==> config.mk <==
export PLATFORM = sky130hd
export DESIGN_NAME = fifo_rate_dpll
export DESIGN_NICKNAME = d
export VERILOG_FILES = /design/src/rtl/dpll_pkg.sv /design/src/rtl/occ_fifo.sv /design/src/rtl/phase_acc.sv /design/src/rtl/fifo_rate_dpll.sv
export SDC_FILE = /design/constraint.sdc
export NUM_CORES = 1
export LEC_CHECK = 0
export ABC_CLOCK_PERIOD_IN_PS = 11600
export BUFFER_PORTS_ARGS = -buffer_cell sky130_fd_sc_hd__buf_2
export CORE_AREA = 2 2 100 121
export CTS_BUF_LIST = sky130_fd_sc_hd__clkbuf_8
export CTS_CLUSTER_DIAMETER = 100
export DETAILED_ROUTE_END_ITERATION = 6
export DIE_AREA = 0 0 102 123
export PLACE_DENSITY = 0.83
export SYNTH_ARGS = -nofsm -noshare
export SYNTH_HDL_FRONTEND = slang
export SYNTH_SLANG_ARGS = --single-unit
==> constraint.sdc <==
create_clock -name clk -period 11.6 [get_ports clk]
set_clock_uncertainty 0.15 [all_clocks]
set_input_delay 0.58 -clock clk [delete_from_list [all_inputs] [get_ports clk]]
set_output_delay 0.58 -clock clk [all_outputs]
set_load 0.1 [all_outputs]
==> src/rtl/dpll_pkg.sv <==
package dpll_pkg;
    localparam int unsigned DEF_DATA_W = 8;
    localparam int unsigned DEF_DEPTH  = 16;
    localparam int unsigned DEF_ACC_W  = 12;
endpackage

==> src/rtl/occ_fifo.sv <==
module occ_fifo #(
    parameter int unsigned DATA_W = 8,
    parameter int unsigned DEPTH  = 16,
    localparam int unsigned PTR_W = $clog2(DEPTH),
    localparam int unsigned CNT_W = $clog2(DEPTH + 1)
) (
    input  logic              clk,
    input  logic              rst_n,
    input  logic              push_i,
    input  logic [DATA_W-1:0] data_i,
    input  logic              pop_i,
    output logic [DATA_W-1:0] data_o,
    output logic [CNT_W-1:0]  fill_o,
    output logic              ovf_o
);
    localparam logic [CNT_W-1:0] FULL_CNT = CNT_W'(DEPTH);

    typedef struct packed {
        logic [PTR_W-1:0] wr_ptr;
        logic [PTR_W-1:0] rd_ptr;
        logic [CNT_W-1:0] fill;
        logic             ovf;
    } fifo_state_t;

    fifo_state_t       st_q, st_d;
    logic [DATA_W-1:0] mem_q [DEPTH];
    logic              accept;

    always_comb begin
        st_d   = st_q;
        accept = push_i && ((st_q.fill != FULL_CNT) || pop_i);
        if (accept) st_d.wr_ptr = st_q.wr_ptr + PTR_W'(1);
        if (pop_i)  st_d.rd_ptr = st_q.rd_ptr + PTR_W'(1);
        if (accept && !pop_i)      st_d.fill = st_q.fill + CNT_W'(1);
        else if (pop_i && !accept) st_d.fill = st_q.fill - CNT_W'(1);
        st_d.ovf = push_i && !accept;
    end

    always_ff @(posedge clk) begin
        if (!rst_n) st_q <= '0;
        else        st_q <= st_d;
    end

    always_ff @(posedge clk) begin
        if (accept) mem_q[st_q.wr_ptr] <= data_i;
    end

    assign data_o = mem_q[st_q.rd_ptr];
    assign fill_o = st_q.fill;
    assign ovf_o  = st_q.ovf;

    // the read side never pulls from an empty store
    a_r4_pop_needs_data: assert property (@(posedge clk) disable iff (!rst_n)
        pop_i |-> (st_q.fill != '0));
    // a drop flag only follows a cycle that was full with no read
    a_r6_ovf_only_when_full: assert property (@(posedge clk) disable iff (!rst_n)
        (push_i && st_q.fill == FULL_CNT && !pop_i) |=> ovf_o);
    // a full store that is also being read accepts the write
    a_r7_full_with_read_accepts: assert property (@(posedge clk) disable iff (!rst_n)
        (push_i && pop_i) |=> (!ovf_o && $stable(fill_o)));
    // a lone accepted write raises the count by one
    a_r2_fill_up: assert property (@(posedge clk) disable iff (!rst_n)
        (push_i && !pop_i && st_q.fill != FULL_CNT) |=> (fill_o == $past(fill_o) + CNT_W'(1)));
endmodule

==> src/rtl/phase_acc.sv <==
module phase_acc #(
    parameter int unsigned ACC_W = 12,
    parameter int unsigned CNT_W = 5
) (
    input  logic             clk,
    input  logic             rst_n,
    input  logic [CNT_W-1:0] inc_i,
    input  logic [ACC_W-1:0] modulus_i,
    output logic             fire_o
);
    typedef struct packed {
        logic [ACC_W-1:0] acc;
    } acc_state_t;

    acc_state_t     st_q, st_d;
    logic [ACC_W:0] inc_x, mod_x, sum, wrapped;
    logic           fire;

    always_comb begin
        inc_x   = {{(ACC_W + 1 - CNT_W){1'b0}}, inc_i};
        mod_x   = {1'b0, modulus_i};
        sum     = {1'b0, st_q.acc} + inc_x;
        wrapped = sum - mod_x;
        fire    = (inc_i != '0) && (sum >= mod_x);
        st_d    = st_q;
        st_d.acc = fire ? wrapped[ACC_W-1:0] : sum[ACC_W-1:0];
    end

    always_ff @(posedge clk) begin
        if (!rst_n) st_q <= '0;
        else        st_q <= st_d;
    end

    assign fire_o = fire;

    // the phase stays below the rollover value (modulus >= depth, held during run)
    a_r3_acc_below_modulus: assert property (@(posedge clk) disable iff (!rst_n)
        1'b1 |=> (st_q.acc < modulus_i));
    // no increment, no strobe
    a_r4_no_read_when_empty: assert property (@(posedge clk) disable iff (!rst_n)
        (inc_i == '0) |-> !fire_o);
    // with no strobe the phase grows by exactly the increment
    a_r3_phase_advance: assert property (@(posedge clk) disable iff (!rst_n)
        !fire_o |=> (st_q.acc == $past(st_q.acc) + ACC_W'($past(inc_i))));
endmodule

==> src/rtl/fifo_rate_dpll.sv <==
module fifo_rate_dpll #(
    parameter int unsigned DATA_W = dpll_pkg::DEF_DATA_W,
    parameter int unsigned DEPTH  = dpll_pkg::DEF_DEPTH,
    parameter int unsigned ACC_W  = dpll_pkg::DEF_ACC_W,
    localparam int unsigned CNT_W = $clog2(DEPTH + 1)
) (
    input  logic              clk,
    input  logic              rst_n,
    input  logic              wr_en_i,
    input  logic [DATA_W-1:0] wr_data_i,
    input  logic [ACC_W-1:0]  modulus_i,
    output logic              rd_en_o,
    output logic [DATA_W-1:0] rd_data_o,
    output logic [CNT_W-1:0]  fill_o,
    output logic              overflow_o
);
    logic             fire;
    logic [CNT_W-1:0] fill;

    occ_fifo #(.DATA_W(DATA_W), .DEPTH(DEPTH)) u_store (
        .clk    (clk),
        .rst_n  (rst_n),
        .push_i (wr_en_i),
        .data_i (wr_data_i),
        .pop_i  (fire),
        .data_o (rd_data_o),
        .fill_o (fill),
        .ovf_o  (overflow_o)
    );

    phase_acc #(.ACC_W(ACC_W), .CNT_W(CNT_W)) u_phase (
        .clk       (clk),
        .rst_n     (rst_n),
        .inc_i     (fill),
        .modulus_i (modulus_i),
        .fire_o    (fire)
    );

    assign rd_en_o = fire;
    assign fill_o  = fill;

    // the drop flag lasts one cycle unless a second drop follows
    a_r6_flag_one_cycle: assert property (@(posedge clk) disable iff (!rst_n)
        (overflow_o && !wr_en_i) |=> !overflow_o);
endmodule

==> results summary <==
The number of cells on the worst hold path came out at 3. The row count came out at 43. The synthesized netlist devotes under 10% of its cell area to simple gates. The count of filler cells inserted in the layout is roughly 750. Of the post-synthesis cell area, the dominant cell type holds a little over half.

The number of detailed-routing iterations run before antenna repair is 4. The area fraction in compound gates after synthesis came out at under 10%. TritonCTS built the clock tree. The share of power burned in combinational logic is a little over a quarter. The async set or reset register ratio after synthesis is 0%. The headroom to the max-slew limit is a little under a third. The internal cell power is 1.030 mW. The met2 wire length is about 7800 um.

The library cells used most frequently in the layout, excluding fill and tap cells, are sky130_fd_sc_hd__edfxtp_1, sky130_fd_sc_hd__mux4_2, sky130_fd_sc_hd__buf_2. The half-perimeter wire length after placement came out at 9278 um. The mean post-synth cell area came out at between 15 and 20 um2. The number of instances in the synthesized netlist came out at around 480. After detailed routing, the number of vias per cell comes to ~5.9. The die outline area came out at approximately 13000 um2.

The floorplan core area came out at between 10000 and 15000 um2. The via count of the first global-routing pass came out at ~4100. The total cell area at the placement stage came out at around 7500 um2. Summing all multi-input logic gate instances after layout gives about 2600 um2. The number of synthesis warnings came out at 0.

The worst-skew pair later-pin latency is between 0.4 and 0.5 ns. The number of I/O pins is 38. The number of hold-slack violations in the final timing report came to 0. The final period demand of the worst path is between 5 and 6 ns. The worst hold path terminates at u_store.ovf_o. The deepest clock path buffer count came out at 2. Leaving out fill and tap cells, the most frequent cell in the layout is sky130_fd_sc_hd__edfxtp_1. The maximum number of pins on one net before global-route repair came out at 33. The worst setup path is launched from a flip-flop. The met3 wirelength from detailed routing is a little over 800 um. The worst setup path is of the reg2reg kind. The largest area contributor in the synthesized netlist is sky130_fd_sc_hd__edfxtp_1. The count of antenna diodes in the layout is 0. Setup slack on the worst reg-to-reg path comes out at 5.91 ns. After detailed routing, no signal wire sits above met4.

Of all nets on the critical path, the largest fanout is 20. Registers are responsible for between 40 and 50% of the overall power. Buffers added to address setup during post-CTS repair amount to 0. The number of design rule violations left after detail routing came out at 0. The net count after synthesis is roughly 530.

After clock tree synthesis, the flow added hold-fix buffers numbering 0. The quantity of I/O buffers inserted on ports is 37. The number of sinks on the clock net is between 150 and 200. After Yosys synthesis, XOR and XNOR cells account for around 2.6% of the synthesized area.

The endpoint class of the critical path is a flip-flop. The share of layout cells above drive strength 1 is a little under a quarter. The first-pass GRT wire length is roughly 22000 um. The clock network is responsible for between 20% and 30% of the overall power.

The capture instance of the worst register-to-register path is u_store.fill_o[4]. The share of the yosys chip area belonging to registers is 61.11%. For the pin with the worst max-slew slack, the measured transition is 1.043 ns. Summing the areas of all fa, ha and maj instances in the mapped netlist gives 5.299% of the synthesized area.

Dividing the final minimum period by the clock period gives roughly half. The iteration-0 DRC count of the detailed router came out at about 290. The most used flip-flop cell after synthesis is sky130_fd_sc_hd__edfxtp_1. Global routing finished with a remaining overflow of 0. The maximum level of the CTS H-tree came out at 4. The depth of the worst register-to-register path came out at 23.

Counting flops with a built-in enable in the synthesized netlist gives 128. Once layout is done, the placed cells without fillers occupy between 7000 and 8000 um2. IR analysis of the VDD net gives a maximum drop of about 0.18 mV. The tree is rooted in a sky130_fd_sc_hd__clkbuf_8. In the post-synthesis netlist, the biggest area contributors are sky130_fd_sc_hd__edfxtp_1, sky130_fd_sc_hd__mux4_2, sky130_fd_sc_hd__dfxtp_1. Synthesis instantiated 49 different standard cells from the library. The static leakage is ~2.9 nW. The flip-flop and latch count after synthesis came out at around 160. The post-synthesis cell area is 7272 um2. The detailed router placed 3987 vias in this run. The area occupied by registers is roughly 4400 um2. The final count of negative-setup-slack endpoints is 0. After synthesis, the largest family of logic cells by area is multiplexers.

At the worst endpoint, the arrival time is 5.89 ns. The combined global-route utilization of all metal layers came out at 24.59%. The CTS buffer count came out at 17. The number of max-slew violations in the final report came out at 0. For this design the ratio of total power to cell area is ~190 nW/um2.

The reported net switching power came out at 454.4 uW. The min-delay analysis places its worst path in the category in2reg. The net count reported at finish came out at 560. The maximum clock rate came out at between 150 and 200 MHz. Summed over all layers, the routed wires come to between 10000 and 15000 um. Max-cap violations in this run came to 0. The die is 102 um wide.

The post-cts resize count is 0. The final antenna-violating net count came out at 0. The number of antenna violations at the first check in global routing came out at 0. The share of cell area taken by muxes after synthesis came out at a little over an eighth. In this run switching power makes up slightly above 30% of total power. The clock slew seen by the registers of the worst setup and hold paths came out at about 0.08 ns. In this run the critical register-to-register path is launched from u_store.fill_o[0]. The final weighted congestion of routability-driven global placement came out at roughly 0.85.

The run finished with clean final reports. The setup TNS is 0 ns. The per-cell routed wire length is 20.81 um. The area growth from synthesis to layout came out at 9.635%. The startpoint identified for the worst hold timing path is wr_en_i.

Setup repair after global routing left no endpoint under its margin. For this block, wires on met1 add up to approximately 5200 um. Once the floorplan was initialized, standard cells occupied between 60 and 70% of the core. The height of the chip is 123 um.

For the worst setup path, the data required time is between 10 and 15 ns.
Yosys cell counts, types with 2 or more instances:
| cell | instances |
|---|---|
| sky130_fd_sc_hd__o211ai_1 | 3 |
| sky130_fd_sc_hd__a21o_1 | 5 |
| sky130_fd_sc_hd__and3_1 | 9 |
| sky130_fd_sc_hd__mux2i_1 | 9 |
| sky130_fd_sc_hd__nor3b_1 | 2 |
| sky130_fd_sc_hd__a21oi_1 | 13 |
| sky130_fd_sc_hd__xnor2_1 | 15 |
| sky130_fd_sc_hd__buf_2 | 3 |
| sky130_fd_sc_hd__nor2b_1 | 5 |
| sky130_fd_sc_hd__buf_6 | 4 |
| sky130_fd_sc_hd__nand2b_1 | 7 |
| sky130_fd_sc_hd__and2_1 | 8 |
| sky130_fd_sc_hd__fa_1 | 3 |
| sky130_fd_sc_hd__nand2_1 | 27 |
| sky130_fd_sc_hd__buf_4 | 5 |
| sky130_fd_sc_hd__o21a_1 | 2 |
| sky130_fd_sc_hd__a211oi_2 | 4 |
| sky130_fd_sc_hd__clkbuf_1 | 13 |
| sky130_fd_sc_hd__inv_1 | 26 |
| sky130_fd_sc_hd__o21ai_0 | 13 |
| sky130_fd_sc_hd__mux4_2 | 40 |
| sky130_fd_sc_hd__xor2_1 | 7 |
| sky130_fd_sc_hd__buf_1 | 2 |
| sky130_fd_sc_hd__dfxtp_1 | 30 |
| sky130_fd_sc_hd__edfxtp_1 | 128 |
| sky130_fd_sc_hd__nor2_1 | 20 |
| sky130_fd_sc_hd__nand3_1 | 9 |
| sky130_fd_sc_hd__ha_1 | 26 |
| sky130_fd_sc_hd__nor3_1 | 3 |
| sky130_fd_sc_hd__o22ai_2 | 2 |
| sky130_fd_sc_hd__and4_1 | 7 |
| sky130_fd_sc_hd__a211oi_1 | 5 |
| sky130_fd_sc_hd__a31o_2 | 2 |
| sky130_fd_sc_hd__o211a_1 | 3 |
routing by layer:
layer,global-route usage (%),up-vias
met1,28.92,1959
met3,5.879,17
met2,43.63,135
met5,0,-
met4,9.333,0
li1,-,1876
worst max-delay path, cell delays in order, from the launching register on:
cell,delay (ns)
sky130_fd_sc_hd__dfxtp_1,0.45
sky130_fd_sc_hd__ha_1,0.23
sky130_fd_sc_hd__inv_1,0.06
sky130_fd_sc_hd__fa_1,0.41
sky130_fd_sc_hd__nor2b_1,0.14
sky130_fd_sc_hd__o21ai_1,0.10
sky130_fd_sc_hd__o22ai_2,0.30
sky130_fd_sc_hd__nand3_1,0.13
sky130_fd_sc_hd__xnor2_1,0.16
sky130_fd_sc_hd__ha_1,0.34
sky130_fd_sc_hd__o21ai_0,0.10
sky130_fd_sc_hd__nor2_1,0.23
sky130_fd_sc_hd__o41ai_4,0.10
sky130_fd_sc_hd__o22ai_2,0.20
sky130_fd_sc_hd__o21a_1,0.68
sky130_fd_sc_hd__inv_2,0.22
sky130_fd_sc_hd__ha_1,0.30
sky130_fd_sc_hd__inv_1,0.12
sky130_fd_sc_hd__ha_1,0.28
sky130_fd_sc_hd__a21o_1,0.17
sky130_fd_sc_hd__a21oi_1,0.16
sky130_fd_sc_hd__xnor2_1,0.09
sky130_fd_sc_hd__or3_1,0.29
sky130_fd_sc_hd__a21boi_0,0.17
cells by family after synthesis:
kind of cell / after synthesis
XOR/XNOR: 22
AO/OA/AOI/OAI: 60
flip-flops: 158
multiplexers: 49
buffers and inverters: 54
AND/OR/NAND/NOR: 103
adder cells (fa/ha/maj): 29
state kept, by name (all words and copies together), names as in the netlist, named ones only:
signal and cells:
u_store.mem_q 128, u_phase.st_q 12, u_store.st_q 8, u_store.fill_o 5, u_store.ovf_o 1
stage by stage:
step / std cells / power (mW) / worst slack, ns / hold slack [ns] / util (%)
6_report: 678 / 1.485 / 5.906 / 0.2857 / 69.90
5_1_grt: 678 / 1.556 / 5.449 / 0.2787 / 69.90
4_1_cts: 678 / 1.492 / 5.938 / 0.2684 / 69.90
3_5_place_dp: 646 / 1.059 / 5.996 / 0.3289 / 66.07
3_3_place_gp: 646 / 1.050 / 6.200 / 0.3179 / 66.07
2_1_floorplan: 475 / 0.9884 / 6.948 / 0.2989 / -
cell type report:
type                       count  area share, %
clock buffer                  17          2.935
clock inverter                15          2.542
inverter                      27          1.271
multi-input combinational    263          32.33
sequential                   158          55.76
tap                          157          2.464
timing repair buffer          41          2.699
how the worst max path moves through the flow:
stage | from | end | slack [ns] | depth (start not counted)
6_report | u_store.fill_o[0] | u_store.fill_o[4] | 5.91 | 23
5_1_grt | u_store.fill_o[0] | u_store.fill_o[4] | 5.45 | 23
4_1_cts | u_store.fill_o[0] | u_store.fill_o[4] | 5.94 | 23
3_5_place_dp | u_store.fill_o[0] | u_store.fill_o[4] | 6.00 | 23
3_3_place_gp | u_store.fill_o[0] | u_store.fill_o[4] | 6.20 | 23
2_1_floorplan | u_store.fill_o[0] | u_store.fill_o[4] | 6.95 | 22
power groups by stage:
| stage | clock, mW | sequential, mW | combinational (mW) |
|---|---|---|---|
| finish | 0.436 | 0.656 | 0.393 |
| global route | 0.467 | 0.658 | 0.430 |
| CTS | 0.443 | 0.656 | 0.393 |
| detailed placement | 0 | 0.668 | 0.391 |
| global placement | 0 | 0.667 | 0.383 |
| floorplan | 0 | 0.664 | 0.324 |
No activity file was read; power rests on OpenSTA's default activity.
